### src/rtl/seqcodec_pkg.sv
package seqcodec_pkg;
  typedef enum logic [1:0] {
    KIND_PLAIN = 2'd0,
    KIND_SEQ   = 2'd1,
    KIND_FLIP  = 2'd2
  } xfer_kind_e;
endpackage

### src/rtl/seqcodec_cfg.sv
module seqcodec_cfg #(
  parameter int ADDR_W = 16
) (
  input  logic              clk,
  input  logic              rst_n,
  input  logic [ADDR_W-1:0] stride_i,
  input  logic              invert_en_i,
  output logic [ADDR_W-1:0] stride_o,
  output logic              invert_en_o
);
  logic              done_q;
  logic [ADDR_W-1:0] stride_q, stride_d;
  logic              inv_q, inv_d;

  always_comb begin
    stride_d = stride_q;
    inv_d    = inv_q;
    if (!done_q) begin
      stride_d = stride_i;
      inv_d    = invert_en_i;
    end
  end

  always_ff @(posedge clk or negedge rst_n) begin
    if (!rst_n) begin
      done_q   <= 1'b0;
      stride_q <= '0;
      inv_q    <= 1'b0;
    end else begin
      done_q   <= 1'b1;
      stride_q <= stride_d;
      inv_q    <= inv_d;
    end
  end

  // First cycle after release uses the live inputs, later the captured copy.
  assign stride_o    = done_q ? stride_q : stride_i;
  assign invert_en_o = done_q ? inv_q    : invert_en_i;

  p_cfg_frozen_r10: assert property (@(posedge clk) disable iff (!rst_n)
    done_q |=> ($stable(stride_o) && $stable(invert_en_o)));
endmodule

### src/rtl/seqcodec_enc.sv
module seqcodec_enc
  import seqcodec_pkg::*;
#(
  parameter int ADDR_W = 16
) (
  input  logic              clk,
  input  logic              rst_n,
  input  logic [ADDR_W-1:0] stride_i,
  input  logic              invert_en_i,
  input  logic              in_valid_i,
  input  logic [ADDR_W-1:0] in_addr_i,
  output logic [ADDR_W-1:0] bus_o,
  output logic              inc_o,
  output logic              inv_o,
  output logic              bvalid_o
);
  localparam int CNT_W = $clog2(ADDR_W + 1);
  localparam int HALF  = ADDR_W / 2;

  function automatic logic [CNT_W-1:0] ones(input logic [ADDR_W-1:0] v);
    logic [CNT_W-1:0] c;
    c = '0;
    for (int i = 0; i < ADDR_W; i++) c = c + CNT_W'(v[i]);
    return c;
  endfunction

  logic [ADDR_W-1:0] prev_q, prev_d, bus_q, bus_d, expect_next;
  logic              have_q, have_d, inc_q, inc_d, inv_q, inv_d, bv_q, bv_d;
  logic [CNT_W-1:0]  flips;
  xfer_kind_e        kind;

  always_comb begin
    expect_next = prev_q + stride_i;
    flips       = ones(in_addr_i ^ bus_q);
    if (have_q && (in_addr_i == expect_next))
      kind = KIND_SEQ;
    else if (invert_en_i && have_q && (flips > CNT_W'(HALF)))
      kind = KIND_FLIP;
    else
      kind = KIND_PLAIN;
  end

  always_comb begin
    prev_d = prev_q;
    have_d = have_q;
    bus_d  = bus_q;
    inc_d  = inc_q;
    inv_d  = inv_q;
    bv_d   = 1'b0;
    if (in_valid_i) begin
      prev_d = in_addr_i;
      have_d = 1'b1;
      bv_d   = 1'b1;
      unique case (kind)
        KIND_SEQ:  begin inc_d = 1'b1; inv_d = 1'b0; end
        KIND_FLIP: begin bus_d = ~in_addr_i; inc_d = 1'b0; inv_d = 1'b1; end
        default:   begin bus_d = in_addr_i;  inc_d = 1'b0; inv_d = 1'b0; end
      endcase
    end
  end

  always_ff @(posedge clk or negedge rst_n) begin
    if (!rst_n) begin
      prev_q <= '0;
      have_q <= 1'b0;
      bus_q  <= '0;
      inc_q  <= 1'b0;
      inv_q  <= 1'b0;
      bv_q   <= 1'b0;
    end else begin
      prev_q <= prev_d;
      have_q <= have_d;
      bus_q  <= bus_d;
      inc_q  <= inc_d;
      inv_q  <= inv_d;
      bv_q   <= bv_d;
    end
  end

  assign bus_o    = bus_q;
  assign inc_o    = inc_q;
  assign inv_o    = inv_q;
  assign bvalid_o = bv_q;

  p_first_plain_r2: assert property (@(posedge clk) disable iff (!rst_n)
    (in_valid_i && !have_q) |=> (!inc_q && !inv_q && bus_q == $past(in_addr_i)));
  p_seq_frozen_r3: assert property (@(posedge clk) disable iff (!rst_n)
    (bv_q && inc_q) |-> (bus_q == $past(bus_q)));
  p_inc_no_inv_r5: assert property (@(posedge clk) disable iff (!rst_n)
    inc_q |-> !inv_q);
  p_idle_hold_r7: assert property (@(posedge clk) disable iff (!rst_n)
    !in_valid_i |=> ($stable(bus_q) && $stable(inc_q) && $stable(inv_q) && !bv_q));
endmodule

### src/rtl/seqcodec_dec.sv
module seqcodec_dec #(
  parameter int ADDR_W = 16
) (
  input  logic              clk,
  input  logic              rst_n,
  input  logic [ADDR_W-1:0] stride_i,
  input  logic              bvalid_i,
  input  logic [ADDR_W-1:0] bus_i,
  input  logic              inc_i,
  input  logic              inv_i,
  output logic              dvalid_o,
  output logic [ADDR_W-1:0] daddr_o
);
  logic [ADDR_W-1:0] last_q, last_d;
  logic              dv_q;

  always_comb begin
    last_d = last_q;
    if (bvalid_i) begin
      if (inc_i)      last_d = last_q + stride_i;
      else if (inv_i) last_d = ~bus_i;
      else            last_d = bus_i;
    end
  end

  always_ff @(posedge clk or negedge rst_n) begin
    if (!rst_n) begin
      last_q <= '0;
      dv_q   <= 1'b0;
    end else begin
      last_q <= last_d;
      dv_q   <= bvalid_i;
    end
  end

  assign dvalid_o = dv_q;
  assign daddr_o  = last_q;

  p_dec_follow_r8: assert property (@(posedge clk) disable iff (!rst_n)
    bvalid_i |=> dv_q);
  p_dec_plain_r8: assert property (@(posedge clk) disable iff (!rst_n)
    (bvalid_i && !inc_i && !inv_i) |=> (last_q == $past(bus_i)));
  p_dec_flip_r5: assert property (@(posedge clk) disable iff (!rst_n)
    (bvalid_i && !inc_i && inv_i) |=> (last_q == ~$past(bus_i)));
endmodule

### src/rtl/seqaddr_codec.sv
module seqaddr_codec #(
  parameter int ADDR_W = 16
) (
  input  logic              clk,
  input  logic              rst_n,
  input  logic [ADDR_W-1:0] cfg_stride_i,
  input  logic              cfg_invert_en_i,
  input  logic              addr_valid_i,
  input  logic [ADDR_W-1:0] addr_i,
  output logic [ADDR_W-1:0] bus_o,
  output logic              inc_o,
  output logic              inv_o,
  output logic              bus_valid_o,
  output logic              dec_valid_o,
  output logic [ADDR_W-1:0] dec_addr_o
);
  logic [1:0]        rst_pipe_q;
  logic              rst_int_n;
  logic [ADDR_W-1:0] stride;
  logic              inv_en;

  always_ff @(posedge clk or negedge rst_n) begin
    if (!rst_n) rst_pipe_q <= 2'b00;
    else        rst_pipe_q <= {rst_pipe_q[0], 1'b1};
  end
  assign rst_int_n = rst_pipe_q[1];

  seqcodec_cfg #(.ADDR_W(ADDR_W)) u_cfg (
    .clk(clk), .rst_n(rst_int_n),
    .stride_i(cfg_stride_i), .invert_en_i(cfg_invert_en_i),
    .stride_o(stride), .invert_en_o(inv_en)
  );

  seqcodec_enc #(.ADDR_W(ADDR_W)) u_enc (
    .clk(clk), .rst_n(rst_int_n),
    .stride_i(stride), .invert_en_i(inv_en),
    .in_valid_i(addr_valid_i), .in_addr_i(addr_i),
    .bus_o(bus_o), .inc_o(inc_o), .inv_o(inv_o), .bvalid_o(bus_valid_o)
  );

  seqcodec_dec #(.ADDR_W(ADDR_W)) u_dec (
    .clk(clk), .rst_n(rst_int_n), .stride_i(stride),
    .bvalid_i(bus_valid_o), .bus_i(bus_o), .inc_i(inc_o), .inv_i(inv_o),
    .dvalid_o(dec_valid_o), .daddr_o(dec_addr_o)
  );
endmodule

### config.mk
export PLATFORM = sky130hd
export DESIGN_NAME = seqaddr_codec
export DESIGN_NICKNAME = d
export VERILOG_FILES = /design/src/rtl/seqcodec_pkg.sv /design/src/rtl/seqcodec_cfg.sv /design/src/rtl/seqcodec_enc.sv /design/src/rtl/seqcodec_dec.sv /design/src/rtl/seqaddr_codec.sv
export SDC_FILE = /design/constraint.sdc
export NUM_CORES = 1
export LEC_CHECK = 0
export ABC_AREA = 1
export BUFFER_PORTS_ARGS = -buffer_cell sky130_fd_sc_hd__buf_2
export CAP_MARGIN = 20
export CORE_MARGIN = 2
export CORE_UTILIZATION = 30
export CTS_CLUSTER_SIZE = 8
export DETAILED_ROUTE_END_ITERATION = 10
export PLACE_DENSITY_LB_ADDON = 0.1
export SLEW_MARGIN = 25
export SYNTH_ARGS = -nofsm -noshare
export SYNTH_HDL_FRONTEND = slang
export SYNTH_SLANG_ARGS = --single-unit
### constraint.sdc
create_clock -name clk -period 2.7 [get_ports clk]
set_clock_uncertainty 0.05 [all_clocks]
set_input_delay 0.405 -clock clk [delete_from_list [all_inputs] [get_ports clk]]
set_output_delay 0.405 -clock clk [all_outputs]
set_load 0.05 [all_outputs]
==> flow_summary.json, run 1 <==
{
  "dr.pass1.iters": 7,
  "fin_crit_sh": 1.77,
  "worst_slew_pin_slew_ns": 0.895,
  "fin_area_um2": 7740,
  "htreeDepth": 3,
  "post-synth-top-count-cell": "nand2_1",
  "period_minus_slack_ns": 4.77,
  "clk_latency_ns": 0.34,
  "grt_pass1_wl_mm": 28.1,
  "critical_path.endpoint_type": "flip-flop",
  "die_height_um": 140,
  "via_per_inst": 4.66,
  "drive_gt1_frac": 0.323,
  "seq_area_frac_synth": 0.327,
  "synthToLayoutAreaGrowth_pct": 38.8,
  "synth_enable_flop_cells": 0,
  "netlist.area_leader.share": 0.327,
  "critPathMaxStageDelay_ns": 0.52,
  "synth-seq-cells": 73,
  "drc_errors": 0,
  "io_buffer_count": 71,
  "cts_buffer_depth": 2,
  "netlist_top_cells_area": "dfrtp_1, nand2_1, ha_1, xor2_1, inv_1",
  "path_class": "flip-flop to flip-flop",
  "drv_slew": 0,
  "antenna_found_initial": 0,
  "start_util": 0.309,
  "wl_per_cell_um": 15.5,
  "rsz0062_at_grt": "yes",
  "setup_ws_ns": -2.07,
  "syn_area_per_cell_um2": 7.67,
  "tritoncts": "done",
  "fin_nets": 990,
  "clock-sinks": 73,
  "timing.fmax_mhz": 210,
  "cts_buffers": 9,
  "cp.required_ns": 2.88,
  "vias": 5308,
  "async_reset_ff_frac": 1.00,
  "first_iter_violations": 243,
  "clkTransAtPathRegs_ns": 0.06,
  "multi_input_area_um2": 3700,
  "synth_cell_types": 38,
  "status": "complete, but fails checks",
  "wl_mm": 17.7,
  "gp_congestion": 0.867,
  "setup_viol": 18,
  "dieArea_um2": 19700,
  "maxCapViolCount": 0,
  "ios": 72,
  "critPathArrivalTime_ns": 4.96,
  "cts-root-buf": "clkbuf_16",
  "crit_path_cell_trace": "xor2_1, ha_1, fa_1, fa_1, fa_1, inv_1, fa_1, fa_2, fa_2, nand2_1, o21ai_1, nand3_1, nand2_4, buf_12, xor2_1, inv_1, nand3_2, nand2_1",
  "detail-route-antenna-nets": 0,
  "netlist_top_cells_count": "nand2_1, inv_1, dfrtp_1",
  "placed_area_um2": 7010,
  "crit_path_start_kind": "flip-flop",
  "die_x_um": 140,
  "grt_max_degree": 39,
  "relSlewSlack": 0.403,
  "r2r-start": "u_enc.bus_o[1]",
  "yosys.area.top_type": "dfrtp_1",
  "violations": "setup timing",
  "grt.total_usage": 0.183,
  "grt_pass1_vias": 5448,
  "yosysWarnings": 0,
  "dp_hpwl_mm": 13.5,
  "core_um2": 18100,
  "grt-ovfl-total": 0,
  "rows": 49,
  "path_max_fanout": 12,
  "seq_area_um2": 1830,
  "hold_path_class": "flip-flop to async pin",
  "cp_common_cell": "fa_1",
  "dp_slack_ns": -2.23,
  "syn_area_um2": 5580,
  "critPathSlowestCell": "fa_2",
  "synthCells": 728,
  "filler_cell_count": 1793,
  "hold_violations": 0,
  "ys.flop_type": "dfrtp_1",
  "antennaDiodeCount": 0,
  "startpoint": "u_enc.bus_o[1]"
}
==> critical path: cells and delay by family, from the launching register on <==
| kind | cells | cell delay, ns |
|---|---|---|
| buffers and inverters | 3 | 0.27 |
| adders and majority gates | 7 | 3.10 |
| DFF | 1 | 0.41 |
| AOI/OAI and AO/OA | 1 | 0.11 |
| xor gates and xnor gates | 2 | 0.29 |
| and+or+nand+nor | 5 | 0.42 |
==> timing repair <==
| item | in CTS | in global routing |
|---|---|---|
| gates resized for setup | 29 | 47 |
| buffers inserted | 2 | 3 |
| hold endpoints to repair | 2 | 0 |
| endpoints found under the setup margin | 27 | 28 |
| cloned | 0 | 1 |
| hold buffers | 1 | 0 |
| pin swaps | 10 | 20 |
==> layout make-up <==
class,instances,area share
clock buffers,10,0.0309
clock inverters,5,0.00420
inverters,101,0.0489
multi-input cells,539,0.478
flip-flops and latches,73,0.237
well taps,229,0.0370
repair buffers,183,0.164
==> cell families after synthesis <==
kind of cell	share of synthesized area
xor gates and xnor gates	0.102
adders and majority gates	0.122
and+or+nand+nor	0.244
muxes	0.0283
other	0.000672
AOI/OAI and AO/OA	0.0953
buffers and inverters	0.0812
DFF	0.327
==> flip-flops by register name, summed over array words and instances (netlist names) <==
register / flops
rst_pipe_q: 2
u_cfg.done_q: 1
u_cfg.inv_q: 1
u_cfg.stride_q: 16
u_dec.daddr_o: 16
u_dec.dvalid_o: 1
u_enc.bus_o: 16
u_enc.bvalid_o: 1
u_enc.have_q: 1
u_enc.inc_o: 1
u_enc.inv_o: 1
u_enc.prev_q: 16
==> per-stage QoR <==
stage,TNS [ns],std cells,hold WS (ns),utilization
2_1_floorplan,-34.10,729,0.0594,-
3_3_place_gp,-36.23,1118,0.141,0.387
3_5_place_dp,-37.92,1118,0.144,0.387
4_1_cts,-34.67,1136,0.283,0.413
5_1_grt,-37.97,1140,0.305,0.428
6_report,-34.94,1140,0.247,0.428
==> cell usage in the layout, fill, tap and decap left out, types with 19 or more instances in the layout <==
cell     netlist  layout
xor2_1        44      43
a21oi_1       44      31
xnor2_1       19      19
nand2_1      201     195
nand3_1       52      48
ha_4           0      20
inv_1         99      94
buf_4          1     103
dfrtp_1       73      69
buf_2          2      71
nor2_1        29      27
o21ai_0       36      28
==> path summary, 6_finish.rpt <==
check / cells after the start / slack [ns] / endpoint
worst min-delay path: 0 / 0.25 / u_enc.bus_o[0]
max in group asynchronous: 1 / 1.74 / u_enc.prev_q[9]
min in group clk: 0 / 0.30 / rst_pipe_q[1]
worst min register to register: 0 / 0.25 / u_enc.bus_o[0]
worst max register to register: 18 / -2.07 / u_enc.bus_o[8]
worst max-delay path: 18 / -2.07 / u_enc.bus_o[8]
==> metal layers <==
layer  vias to the layer above  track usage  share of wire
met4                         0       0.0367          0.010
met5                         -            0              0
met3                        12       0.0383          0.043
met2                        96        0.300           0.47
met1                      2514        0.250           0.48
li1                       2686            -              -
Power of run 1 is left out: the tool's default activity adds up to more than one toggle a clock period on the data nets, which glitch-free logic cannot reach.
==> run 2: changes to the inputs <==
- BUFFER_PORTS_ARGS: -buffer_cell sky130_fd_sc_hd__buf_2 -> -buffer_cell sky130_fd_sc_hd__buf_4
==> run 2 against run 1 <==
The flow still finishes with violations (setup timing); fmax down 0.43%; core utilization increased by 0.27 points; clock-buffer cell count unchanged; register-to-register slack lost 0.02 ns; setup slack lost 0.020 ns; non-clock buffer count down 4; critical endpoint unchanged; largest cell class unchanged; highest routed layer unchanged.
==> flow_summary.json, run 2 (synthesis results as in run 1) <==
{
  "drv_slew": 0,
  "die_x_um": 140,
  "vias": 5308,
  "path_max_fanout": 12,
  "hold_path_class": "flip-flop to async pin",
  "via_per_inst": 4.67,
  "crit_buf_inv": 3,
  "layout_commonest_cell": "nand2_1",
  "core_um2": 18100,
  "clk_latency_ns": 0.35,
  "timing.fmax_mhz": 209,
  "detail-route-antenna-nets": 0,
  "setup_ws_ns": -2.09,
  "grt_max_degree": 39,
  "start_util": 0.309,
  "fin_crit_sh": 1.78,
  "seq_area_um2": 1830,
  "crit_path_start_kind": "flip-flop",
  "fin_nets": 986,
  "antennaDiodeCount": 0,
  "r2r-start": "u_enc.bus_o[1]",
  "grt_pass1_vias": 5429,
  "dieArea_um2": 19700,
  "clock-sinks": 73,
  "status": "complete, but fails checks",
  "fin_area_um2": 7790,
  "hold_violations": 0,
  "grt-ovfl-total": 0,
  "cts-root-buf": "clkbuf_16",
  "dr.pass1.iters": 4,
  "cp.required_ns": 2.88,
  "critPathSlowestCell": "fa_1",
  "die_height_um": 140,
  "tritoncts": "done",
  "filler_cell_count": 1789,
  "relSlewSlack": 0.444,
  "gp_congestion": 0.887,
  "ios": 72,
  "grt_pass1_wl_mm": 28.1,
  "htreeDepth": 3,
  "r2r_slack_ns": -2.09,
  "r2r-end": "u_enc.bus_o[8]",
  "rows": 49,
  "crit_family": "adder cells",
  "setup_viol": 18,
  "multi_input_area_um2": 3560,
  "cts_buffer_depth": 2,
  "antenna_found_initial": 0,
  "post-place-cells": 1113,
  "drc_errors": 0,
  "path_class": "flip-flop to flip-flop",
  "clkTransAtPathRegs_ns": 0.07,
  "rsz0062_at_grt": "yes",
  "whs_ns": 0.247,
  "dp_hpwl_mm": 13.4,
  "maxCapViolCount": 0,
  "fin_cells": 1137,
  "first_iter_violations": 229,
  "critical_path.endpoint_type": "flip-flop",
  "worst_slew_pin_slew_ns": 0.833,
  "drive_gt1_frac": 0.301,
  "cts_buffers": 9,
  "wl_mm": 17.2,
  "synthToLayoutAreaGrowth_pct": 39.7,
  "crit_path_cell_trace": "xor2_1, ha_1, fa_1, fa_1, fa_1, inv_1, fa_1, fa_2, fa_2, nand2_1, o21ai_1, nand3_1, nand2_4, buf_12, xor2_1, inv_1, nand3_2, nand2_1",
  "io_buffer_count": 71,
  "critPathArrivalTime_ns": 4.97,
  "period_minus_slack_ns": 4.79,
  "grt.total_usage": 0.182,
  "worst_r2r_path_depth": 18,
  "layout_common_cells": "nand2_1, buf_4, inv_1",
  "violations": "setup timing",
  "placed_area_um2": 7150,
  "wl_per_cell_um": 15.2,
  "cp_common_cell": "fa_1",
  "final.setup.tns_ns": -35.17,
  "critPathMaxStageDelay_ns": 0.53
}
[run 2: cell count changes in the layout (fill, tap and decap cells not counted), moves of 2 or more]
cell,before,now
a21oi_1,31,36
a21oi_2,15,9
buf_2,71,0
buf_4,103,171
bufinv_16,0,2
clkinvlp_4,3,1
ha_1,15,25
ha_4,20,10
inv_1,94,96
inv_2,5,3
mux2_2,6,10
mux2_4,8,4
nand2_1,195,198
nand2_2,12,9
[run 2: area by class of cell]
class | count | area share
clock buffer | 10 | 0.0307
clock inverter | 6 | 0.0116
timing repair buffer | 179 | 0.181
multi-input combinational | 539 | 0.456
inverter | 101 | 0.0486
sequential | 73 | 0.235
tap | 229 | 0.0368
[run 2: timing repair]
item	4_1_cts	5_1_grt
setup endpoints to repair	25	27
buffers inserted	2	5
hold endpoints to repair	2	0
hold buffers	1	0
gates cloned	0	0
pin swaps	5	11
resized for setup	15	40
[run 2: metrics by stage]
step           setup WS, ns  utilization
2_1_floorplan         -2.06            -
3_3_place_gp          -2.12        0.395
3_5_place_dp          -2.25        0.395
4_1_cts               -2.15        0.420
5_1_grt               -2.33        0.431
6_report              -2.09        0.431
[run 2: worst reg2reg max path, stage by stage (launching register included)]
cell and delay (ns):
dfrtp_2 0.41, xor2_1 0.14, ha_1 0.32, fa_1 0.53
fa_1 0.43, fa_1 0.50, inv_1 0.05, fa_1 0.45
fa_2 0.37, fa_2 0.53, nand2_1 0.05, o21ai_1 0.12
nand3_1 0.12, nand2_4 0.11, buf_12 0.14, xor2_1 0.15
inv_1 0.07, nand3_2 0.08, nand2_1 0.06
[run 2: routing by layer]
layer | routed length [um] | global-route usage
met1 | 8280 | 0.251
met2 | 8040 | 0.301
met3 | 667 | 0.0215
met4 | 243 | 0.0500
met5 | 0 | 0
[run 2: how the worst max path moves through the flow]
stage	startpoint	endpoint	slack, ns	depth (start not counted)
after detailed placement	addr_i[1]	u_enc.bus_o[8]	-2.25	19
after CTS	u_enc.bus_o[1]	u_enc.bus_o[8]	-2.15	18
after global placement	addr_i[1]	u_enc.bus_o[0]	-2.12	19
after floorplan	u_enc.bus_o[1]	u_enc.bus_o[14]	-2.06	18
final	u_enc.bus_o[1]	u_enc.bus_o[8]	-2.09	18
after global routing	u_enc.bus_o[0]	u_enc.bus_o[12]	-2.33	18
Power of run 2 is left out for the same reason.
==> run 3: changes to the inputs <==
- REMOVE_ABC_BUFFERS: default -> 1
==> run 3 against run 2 <==
Wire length is 1.2% higher; global-route usage is 0.13 points lower; sequential share of layout area is 0.12 points lower; fmax hardly changed; cell count is 1.1% lower; die area stayed put; register-to-register slack hardly changed; the flow still finishes with violations (setup timing); via count is 1.5% lower; critical path depth stayed put; setup slack worse by 0.00066 ns; core utilization is 0.10 points higher; clock-buffer cell count is 3 higher.
==> flow_summary.json, run 3 (synthesis results as in run 1) <==
{
  "die_height_um": 140,
  "antennaDiodeCount": 0,
  "grt_pass1_wl_mm": 27.6,
  "synthToLayoutAreaGrowth_pct": 40.0,
  "path_class": "flip-flop to flip-flop",
  "detail-route-antenna-nets": 0,
  "vias": 5231,
  "die_x_um": 140,
  "period_minus_slack_ns": 4.79,
  "clock-sinks": 73,
  "violations": "setup timing",
  "clkTransAtPathRegs_ns": 0.06,
  "status": "complete, but fails checks",
  "hold_violations": 0,
  "path_max_fanout": 6,
  "start_util": 0.309,
  "hold_path_class": "flip-flop to async pin",
  "drive_gt1_frac": 0.313,
  "relSlewSlack": 0.451,
  "grt.total_usage": 0.180,
  "whs_ns": 0.189,
  "dp_hpwl_mm": 13.3,
  "first_iter_violations": 320,
  "grt-ovfl-total": 0,
  "wl_mm": 17.4,
  "layout_common_cells": "nand2_1, buf_4, inv_1",
  "via_per_inst": 4.65,
  "cts_buffer_depth": 2,
  "core_um2": 18100,
  "dieArea_um2": 19700,
  "critPathArrivalTime_ns": 4.98,
  "timing.fmax_mhz": 209,
  "rsz0062_at_grt": "yes",
  "dr.pass1.iters": 4,
  "htreeDepth": 3,
  "worst_slew_pin_slew_ns": 0.823,
  "setup_viol": 18,
  "cts-root-buf": "clkbuf_16",
  "grt_pass1_vias": 5366,
  "ios": 72,
  "tritoncts": "done",
  "layout_commonest_cell": "nand2_1",
  "r2r_slack_ns": -2.09,
  "drc_errors": 0,
  "gp_congestion": 0.847,
  "rows": 49,
  "cp.required_ns": 2.89,
  "maxCapViolCount": 0,
  "wl_per_cell_um": 15.5,
  "fin_nets": 973,
  "io_buffer_count": 71,
  "crit_path_start_kind": "flip-flop",
  "fin_crit_sh": 1.78,
  "clk_latency_ns": 0.35,
  "grt_max_degree": 52,
  "setup_ws_ns": -2.09,
  "antenna_found_initial": 0,
  "cts_buffers": 9,
  "critical_path.endpoint_type": "flip-flop",
  "drv_slew": 0
}
==> run 3: worst paths after layout <==
| check | startpoint | endpoint | cells past startpoint |
|---|---|---|---|
| max in group asynchronous | rst_pipe_q[1] | u_enc.bus_o[13] | 1 |
| min | rst_pipe_q[1] | u_dec.dvalid_o | 0 |
| max | u_enc.bus_o[1] | u_enc.bus_o[5] | 18 |
| min reg2reg | rst_pipe_q[1] | u_dec.dvalid_o | 0 |
| max reg2reg | u_enc.bus_o[1] | u_enc.bus_o[5] | 18 |
| min in group clk | rst_pipe_q[0] | rst_pipe_q[1] | 0 |
==> run 3: final cells by class <==
type                       instances  area [um^2]
sequential                        73         1830
fill                            1829        10300
multi-input combinational        539         3740
timing repair buffer             166         1310
inverter                         101          379
clock inverter                     3         17.5
clock buffer                      13          250
tap                              229          287
==> run 3: metal layers <==
layer,part of all wire,wire length [um],global-route usage,vias to the layer above
met2,0.47,8200,0.294,91
met5,0,0,0,-
met4,0.021,372,0.0712,0
li1,-,-,-,2655
met3,0.028,485,0.0229,17
met1,0.48,8390,0.243,2468
==> run 3: metrics by stage <==
stage / TNS, ns / instance area, um^2 / worst slack [ns] / instances / utilization
6_report: -35.26 / 7810 / -2.09 / 1124 / 0.432
2_1_floorplan: -43.66 / 5510 / -2.56 / 713 / -
3_3_place_gp: -41.47 / 7010 / -2.42 / 1099 / 0.388
3_5_place_dp: -43.56 / 7010 / -2.54 / 1099 / 0.388
4_1_cts: -36.91 / 7510 / -2.18 / 1124 / 0.415
5_1_grt: -39.12 / 7810 / -2.31 / 1124 / 0.432
==> run 3: timing repair <==
action                                  4_1_cts  5_1_grt
gates cloned                                  1        1
pin swaps                                    61       28
hold buffers                                  1        0
setup buffers                                 7        2
endpoints found under the setup margin       24       27
endpoints found under the hold margin         2        0
resized for setup                            30       72
==> run 3: worst max-delay path: stages (launching register included) <==
cell     delay (ns)
dfrtp_1        0.39
xor2_1         0.15
ha_1           0.31
fa_1           0.47
fa_1           0.49
fa_1           0.51
inv_1          0.05
fa_1           0.46
fa_2           0.37
fa_2           0.53
nand2_1        0.05
o21ai_1        0.12
nand3_1        0.12
nand2_2        0.12
buf_6          0.16
xor2_1         0.15
inv_1          0.05
nand3_1        0.06
nand2_1        0.06
Power of run 3 is left out for the same reason.
